<file path="src/rtl/srom_pkg.sv">
package srom_pkg;

    typedef enum logic [2:0] {
        ST_IDLE,
        ST_CMD,
        ST_ADDR,
        ST_DUMMY,
        ST_DATA,
        ST_ID,
        ST_STANDBY
    } srom_state_e;

    localparam logic [7:0] OP_READ  = 8'h03;
    localparam logic [7:0] OP_FAST  = 8'h0B;
    localparam logic [7:0] OP_IDENT = 8'h9F;

    localparam logic [7:0] ID_B0 = 8'hC2;
    localparam logic [7:0] ID_B1 = 8'h05;
    localparam logic [7:0] ID_B2 = 8'h18;

    localparam int ADDR_BITS_BUS = 24;

endpackage

</file>
<file path="src/rtl/srom_pin_sync.sv">
module srom_pin_sync #(
    parameter int               WIDTH   = 3,
    parameter int               STAGES  = 2,
    parameter logic [WIDTH-1:0] RST_VAL = '0
) (
    input  logic             clk,
    input  logic             rst_n,
    input  logic [WIDTH-1:0] async_i,
    output logic [WIDTH-1:0] sync_o,
    output logic [WIDTH-1:0] prev_o
);

    // Chain of STAGES synchronizer flops plus one history flop for edge detection.
    logic [STAGES:0][WIDTH-1:0] chain_q;
    logic [STAGES:0][WIDTH-1:0] chain_d;

    always_comb begin
        chain_d = {chain_q[STAGES-1:0], async_i};
    end

    always_ff @(posedge clk or negedge rst_n) begin
        if (!rst_n) chain_q <= {(STAGES+1){RST_VAL}};
        else        chain_q <= chain_d;
    end

    assign sync_o = chain_q[STAGES-1];
    assign prev_o = chain_q[STAGES];

endmodule

</file>
<file path="src/rtl/srom_array.sv">
module srom_array #(
    parameter int ADDR_W = 8
) (
    input  logic [ADDR_W-1:0] rd_addr,
    output logic [7:0]        rd_data
);

    // Content is a fixed function of the address: low byte of addr*37+107.
    logic [31:0] mix;

    always_comb begin
        mix     = 32'(rd_addr) * 32'd37 + 32'd107;
        rd_data = mix[7:0];
    end

endmodule

</file>
<file path="src/rtl/spi_serial_rom.sv">
module spi_serial_rom
    import srom_pkg::*;
#(
    parameter int ADDR_W      = 8,
    parameter int SYNC_STAGES = 2
) (
    input  logic clk,
    input  logic rst_n,
    input  logic sclk_i,
    input  logic csn_i,
    input  logic si_i,
    output logic so_o,
    output logic so_oe_o
);

    localparam int CNT_W      = $clog2(ADDR_BITS_BUS);
    localparam int LAST_ADDR  = ADDR_BITS_BUS - 1;

    typedef struct packed {
        srom_state_e       state;
        logic [CNT_W-1:0]  bcnt;
        logic              fast;
        logic [7:0]        shin;
        logic [7:0]        shout;
        logic [ADDR_W-1:0] addr;
        logic [1:0]        id_idx;
        logic              so;
        logic              oe;
    } srom_regs_t;

    srom_regs_t cur_q, nxt_d;

    // ---------------- pin sampling ----------------
    logic [2:0] pins_s, pins_p;
    logic       cs_s, sclk_s, sclk_p, si_s;
    logic       rise_ev, fall_ev;

    srom_pin_sync #(
        .WIDTH   (3),
        .STAGES  (SYNC_STAGES),
        .RST_VAL (3'b100)
    ) u_sync (
        .clk     (clk),
        .rst_n   (rst_n),
        .async_i ({csn_i, sclk_i, si_i}),
        .sync_o  (pins_s),
        .prev_o  (pins_p)
    );

    assign cs_s    = pins_s[2];
    assign sclk_s  = pins_s[1];
    assign si_s    = pins_s[0];
    assign sclk_p  = pins_p[1];
    assign rise_ev = sclk_s & ~sclk_p;
    assign fall_ev = ~sclk_s & sclk_p;

    // ---------------- memory read port ----------------
    logic [7:0] mem_rd;

    srom_array #(.ADDR_W(ADDR_W)) u_mem (
        .rd_addr (cur_q.addr),
        .rd_data (mem_rd)
    );

    logic [7:0] id_byte;
    always_comb begin
        case (cur_q.id_idx)
            2'd0:    id_byte = ID_B0;
            2'd1:    id_byte = ID_B1;
            2'd2:    id_byte = ID_B2;
            default: id_byte = 8'h00;
        endcase
    end

    // ---------------- next state ----------------
    logic [7:0] opc;
    logic [7:0] load_byte;

    always_comb begin
        nxt_d     = cur_q;
        opc       = {cur_q.shin[6:0], si_s};
        load_byte = (cur_q.state == ST_DATA) ? mem_rd : id_byte;

        if (cs_s) begin
            nxt_d.state = ST_IDLE;
            nxt_d.bcnt  = '0;
            nxt_d.oe    = 1'b0;
            nxt_d.fast  = 1'b0;
        end else begin
            case (cur_q.state)
                ST_IDLE, ST_CMD: begin
                    nxt_d.state = ST_CMD;
                    if (rise_ev) begin
                        nxt_d.shin = opc;
                        if (cur_q.bcnt == CNT_W'(7)) begin
                            nxt_d.bcnt = '0;
                            case (opc)
                                OP_READ:  begin nxt_d.state = ST_ADDR; nxt_d.fast = 1'b0; end
                                OP_FAST:  begin nxt_d.state = ST_ADDR; nxt_d.fast = 1'b1; end
                                OP_IDENT: begin nxt_d.state = ST_ID;   nxt_d.id_idx = 2'd0; end
                                default:  nxt_d.state = ST_STANDBY;
                            endcase
                        end else begin
                            nxt_d.bcnt = cur_q.bcnt + 1'b1;
                        end
                    end
                end
                ST_ADDR: begin
                    if (rise_ev) begin
                        nxt_d.addr = {cur_q.addr[ADDR_W-2:0], si_s};
                        if (cur_q.bcnt == CNT_W'(LAST_ADDR)) begin
                            nxt_d.bcnt  = '0;
                            nxt_d.state = cur_q.fast ? ST_DUMMY : ST_DATA;
                        end else begin
                            nxt_d.bcnt = cur_q.bcnt + 1'b1;
                        end
                    end
                end
                ST_DUMMY: begin
                    if (rise_ev) begin
                        if (cur_q.bcnt == CNT_W'(7)) begin
                            nxt_d.bcnt  = '0;
                            nxt_d.state = ST_DATA;
                        end else begin
                            nxt_d.bcnt = cur_q.bcnt + 1'b1;
                        end
                    end
                end
                ST_DATA, ST_ID: begin
                    if (fall_ev) begin
                        nxt_d.oe = 1'b1;
                        if (cur_q.bcnt == '0) begin
                            nxt_d.so    = load_byte[7];
                            nxt_d.shout = {load_byte[6:0], 1'b0};
                            if (cur_q.state == ST_DATA)
                                nxt_d.addr = cur_q.addr + 1'b1;
                            else if (cur_q.id_idx != 2'd3)
                                nxt_d.id_idx = cur_q.id_idx + 1'b1;
                        end else begin
                            nxt_d.so    = cur_q.shout[7];
                            nxt_d.shout = {cur_q.shout[6:0], 1'b0};
                        end
                        nxt_d.bcnt = (cur_q.bcnt == CNT_W'(7)) ? '0 : cur_q.bcnt + 1'b1;
                    end
                end
                default: ; // standby: wait for chip select to rise
            endcase
        end
    end

    always_ff @(posedge clk or negedge rst_n) begin
        if (!rst_n) begin
            cur_q <= '{state: ST_IDLE, bcnt: '0, fast: 1'b0, shin: '0, shout: '0,
                       addr: '0, id_idx: '0, so: 1'b0, oe: 1'b0};
        end else begin
            cur_q <= nxt_d;
        end
    end

    assign so_o    = cur_q.so;
    assign so_oe_o = cur_q.oe;

    // ---------------- assertions ----------------
    srom_state_e       st_q;
    logic [ADDR_W-1:0] addr_q;
    logic [CNT_W-1:0]  bcnt_q;
    assign st_q   = cur_q.state;
    assign addr_q = cur_q.addr;
    assign bcnt_q = cur_q.bcnt;

    // chip select high drops the output enable on the next cycle
    a_r9_cs_high_releases: assert property (@(posedge clk) disable iff (!rst_n)
        cs_s |=> !so_oe_o);

    // serial output moves only on a detected falling edge
    a_r2_so_on_fall_only: assert property (@(posedge clk) disable iff (!rst_n)
        !fall_ev |=> $stable(so_o));

    // driving only happens in the output phases
    a_r7_oe_in_output_phase: assert property (@(posedge clk) disable iff (!rst_n)
        so_oe_o |-> (st_q == ST_DATA || st_q == ST_ID));

    // standby never drives the line
    a_r8_standby_silent: assert property (@(posedge clk) disable iff (!rst_n)
        (st_q == ST_STANDBY) |-> !so_oe_o);

    // each byte load steps the address by one, modulo the memory size
    a_r6_addr_step: assert property (@(posedge clk) disable iff (!rst_n)
        (st_q == ST_DATA && fall_ev && !cs_s && bcnt_q == '0)
        |=> (addr_q == ADDR_W'($past(addr_q) + 1'b1)));

endmodule

</file>
<file path="config.mk">
export PLATFORM = sky130hd
export DESIGN_NAME = spi_serial_rom
export DESIGN_NICKNAME = d
export VERILOG_FILES = /design/src/rtl/srom_pkg.sv /design/src/rtl/srom_pin_sync.sv /design/src/rtl/srom_array.sv /design/src/rtl/spi_serial_rom.sv
export SDC_FILE = /design/constraint.sdc
export NUM_CORES = 1
export LEC_CHECK = 0
export ABC_AREA = 1
export BUFFER_PORTS_ARGS = -buffer_cell sky130_fd_sc_hd__buf_2
export CAP_MARGIN = 40
export CORE_MARGIN = 2
export CORE_UTILIZATION = 63
export DETAILED_ROUTE_END_ITERATION = 16
export PLACE_DENSITY = 0.78
export SYNTH_ARGS = -nofsm -noshare
export SYNTH_HDL_FRONTEND = slang
export SYNTH_SLANG_ARGS = --single-unit
</file>
<file path="constraint.sdc">
create_clock -name clk -period 3.8 [get_ports clk]
set_input_delay 0.38 -clock clk [delete_from_list [all_inputs] [get_ports clk]]
set_output_delay 0.38 -clock clk [all_outputs]
set_load 0.01 [all_outputs]
</file>
==> key figures <==
Synth
  – Syn Area/Cell: 7.63 µm²
  – Post-Syn Instances: 367
  – Mapped cell area: 0.00280 mm²
  – Ranking of synthesized cells by area: dfrtp_1, nand2_1, ha_1, inv_1, nand3_1
  – Synth Register Bits: 42
  – Register area share after synthesis: 0.376
  – Cell taking the most area after synthesis: dfrtp_1
  – Synth cell types: 37
  – Total of warnings raised by yosys: 0
  – Post-Syn Nets: 398
  – Post-synth top area share: 0.357

Finish
  – Commonest non-fill, non-tap cell in the layout: nand2_1
  – Filler Cell Count: 363
  – Nets: 410
  – Final cell count without fillers: 432
  – Fraction of layout cells with a size suffix above 1: 0.105
  – Most frequent cells in the layout: nand2_1, inv_1, dfrtp_1
  – Final instance area: 0.00305 mm²
  – N_diodes: 0
  – Area Growth Syn to Fin: 8.84%

Detailed routing
  – Routed wire length per instance: 12.2 µm
  – Initial DRC count: 108
  – Vias: 2355
  – WL final: 5280 µm
  – DRC: 0
  – Post-DRT Antenna Nets: 0
  – DRT Pass-1 Iters: 4
  – Vias per cell: 5.45

CTS
  – Num CTS Buffers: 5
  – Total clock sinks: 42
  – Htree depth: 2
  – Root Buffer: clkbuf_8
  – TritonCTS clock tree: yes
  – Clk buf depth: 2
  – Post-CTS Setup Bufs: 0
  – CTS clk-pin slew, worst paths: 80 ps
  – Worst-skew pair later-pin latency: 300 ps
  – Post-CTS sizing: 0

Floorplan
  – Die area: 0.00500 mm²
  – Std cell rows: 24
  – Core Area: 0.00432 mm²
  – Initial Util: 0.648
  – Die W: 70.7 µm
  – DIE HEIGHT: 70.7 µm
  – I/O pin count: 7

Global route
  – Initial antenna violation count: 0
  – Largest net degree at the start of global routing: 38
  – Total gr overflow: 0
  – Vias in the first global route: 2244
  – All-layer global routing usage: 0.230
  – First-pass GRT wire length: 9340 µm

Status
  – Status: complete, no violations

Timing
  – Fmax achieved: 0.324 GHz
  – Final worst-path cycle share: 0.811
  – Max-slew violations: 0
  – Clock Skews: 10.5 ps
  – Final Hold Violating Endpoints: 0
  – Setup_tns: 0 ps
  – Slew @ Worst Pin: 560 ps
  – Endpoints failing setup: 0
  – Setup ws final: 718 ps
  – Final min period: 3080 ps
  – RSZ-0062 raised after global routing: no
  – Max_slew headroom: 0.624

Worst hold path
  – Worst Hold Class: primary input to flop
  – Worst Hold Depth: 1

Critical path
  – Element type at the critical path start: flop
  – Critical Path Sink Type: flop
  – Register-to-Register Path Depth: 17
  – Critical path peak fanout: 8
  – Crit Path Category: flop to flop
  – R2R Setup Slk: 720 ps
  – Req. time, crit path: 4000 ps
  – CP arrival: 3280 ps

Power and ir drop
  – Pleak: 0.00155 µW
  – Pwr per Cell Area: 320 mW/mm²
  – Maximum vdd drop: 0.323 mV

Placed design
  – GP Congestion: 0.956
  – Pre-CTS WS: 714 ps
  – Placed cell area: 0.00290 mm²
  – Count of input and output buffers: 6
  – Post-placement cell count: 423
  – DP HPWL: 3990 µm

Run
  – Max-cap violations: 0
cells in the mapped netlist, drive strengths merged:
cell type	number
nand2	102
nand3	24
o2111ai	1
and3	1
a31oi	2
o21ai	35
o211ai	2
dfstp	2
a21oi	17
nand4	8
xnor2	1
nor2	21
xor2	1
a21boi	1
inv	59
a22oi	2
o21a	2
o22ai	6
buf	2
fa	4
clkinv	1
dfrtp	40
nor3	7
ha	22
or2	2
clkbuf	2
path summary, 6_finish.rpt:
| check | from | endpoint |
|---|---|---|
| max | addr_q[0] | so_o |
| min | csn_i | u_sync.chain_d[5] |
| min in group asynchronous | rst_n | so_o |
| max in group asynchronous | rst_n | u_sync.chain_d[5] |
| max reg2reg | addr_q[0] | so_o |
| min reg2reg | u_sync.chain_d[3] | u_sync.sync_o[0] |
per-layer routing:
layer,vias up,GRT usage,wire length (µm)
li1,1223,-,-
met1,1091,0.287,2550
met3,8,0.0456,144
met4,0,0.0692,62
met5,-,0,0
met2,33,0.406,2520
registers in the layout, indices dropped and copies added (netlist names):
signal / flops
u_sync.sync_o: 3
cur_q: 17
so_o: 1
st_q: 3
bcnt_q: 5
u_sync.prev_o: 1
u_sync.chain_d: 3
addr_q: 8
so_oe_o: 1
layout make-up:
class	instances	area, µm²	share of cell area
Multi-Input combinational cell	261	1500	0.491
Sequential cell	42	1050	0.346
Clock inverter	2	60.1	0.0197
Clock buffer	6	82.6	0.0271
Inverter	60	225	0.0739
Tap cell	52	65.1	0.0213
Timing Repair Buffer	9	65.1	0.0213
per-stage QoR:
stage,hold WS (ps),util,power [µW]
after floorplan,84.4,-,524
final,186,0.705,976
after global placement,335,0.664,544
after global routing,166,0.705,1010
after detailed placement,235,0.670,549
after CTS,175,0.705,983
report_power, final:
part           internal (µW)  leakage, µW  switching (µW)
Clock                    280    0.0000714             156
Combinational           18.9     0.000923            35.4
Sequential               469     0.000559            17.1
Total                    768      0.00155             208
critical path, cell delays in order, from the launching register on:
cell and delay, ps:
dfrtp_1 480, inv_1 140, fa_1 540, inv_1 40, ha_1 260, inv_1 50, fa_1 490, inv_1 40
ha_1 310, a21oi_1 160, o21a_1 130, nand2_1 60, inv_1 50, nand2_1 40, nand3_1 50, nand2_1 50
nand2_1 60, nand2_1 40
cell families (layout without fill, tap and decap cells):
family / after synthesis / count (layout) / share of synthesized area
xor gates and xnor gates: 2 / 2 / 0.00625
and+or+nand+nor: 165 / 165 / 0.259
adders and majority gates: 26 / 26 / 0.127
DFF: 42 / 42 / 0.376
AOI/OAI and AO/OA: 68 / 68 / 0.142
buffers and inverters: 64 / 77 / 0.0893
timing repair:
item,in CTS,in global routing
setup endpoints to repair,0,0
hold endpoints to repair,5,0
hold buffers,1,0
Note: power is estimated with default switching activity, not from simulation.
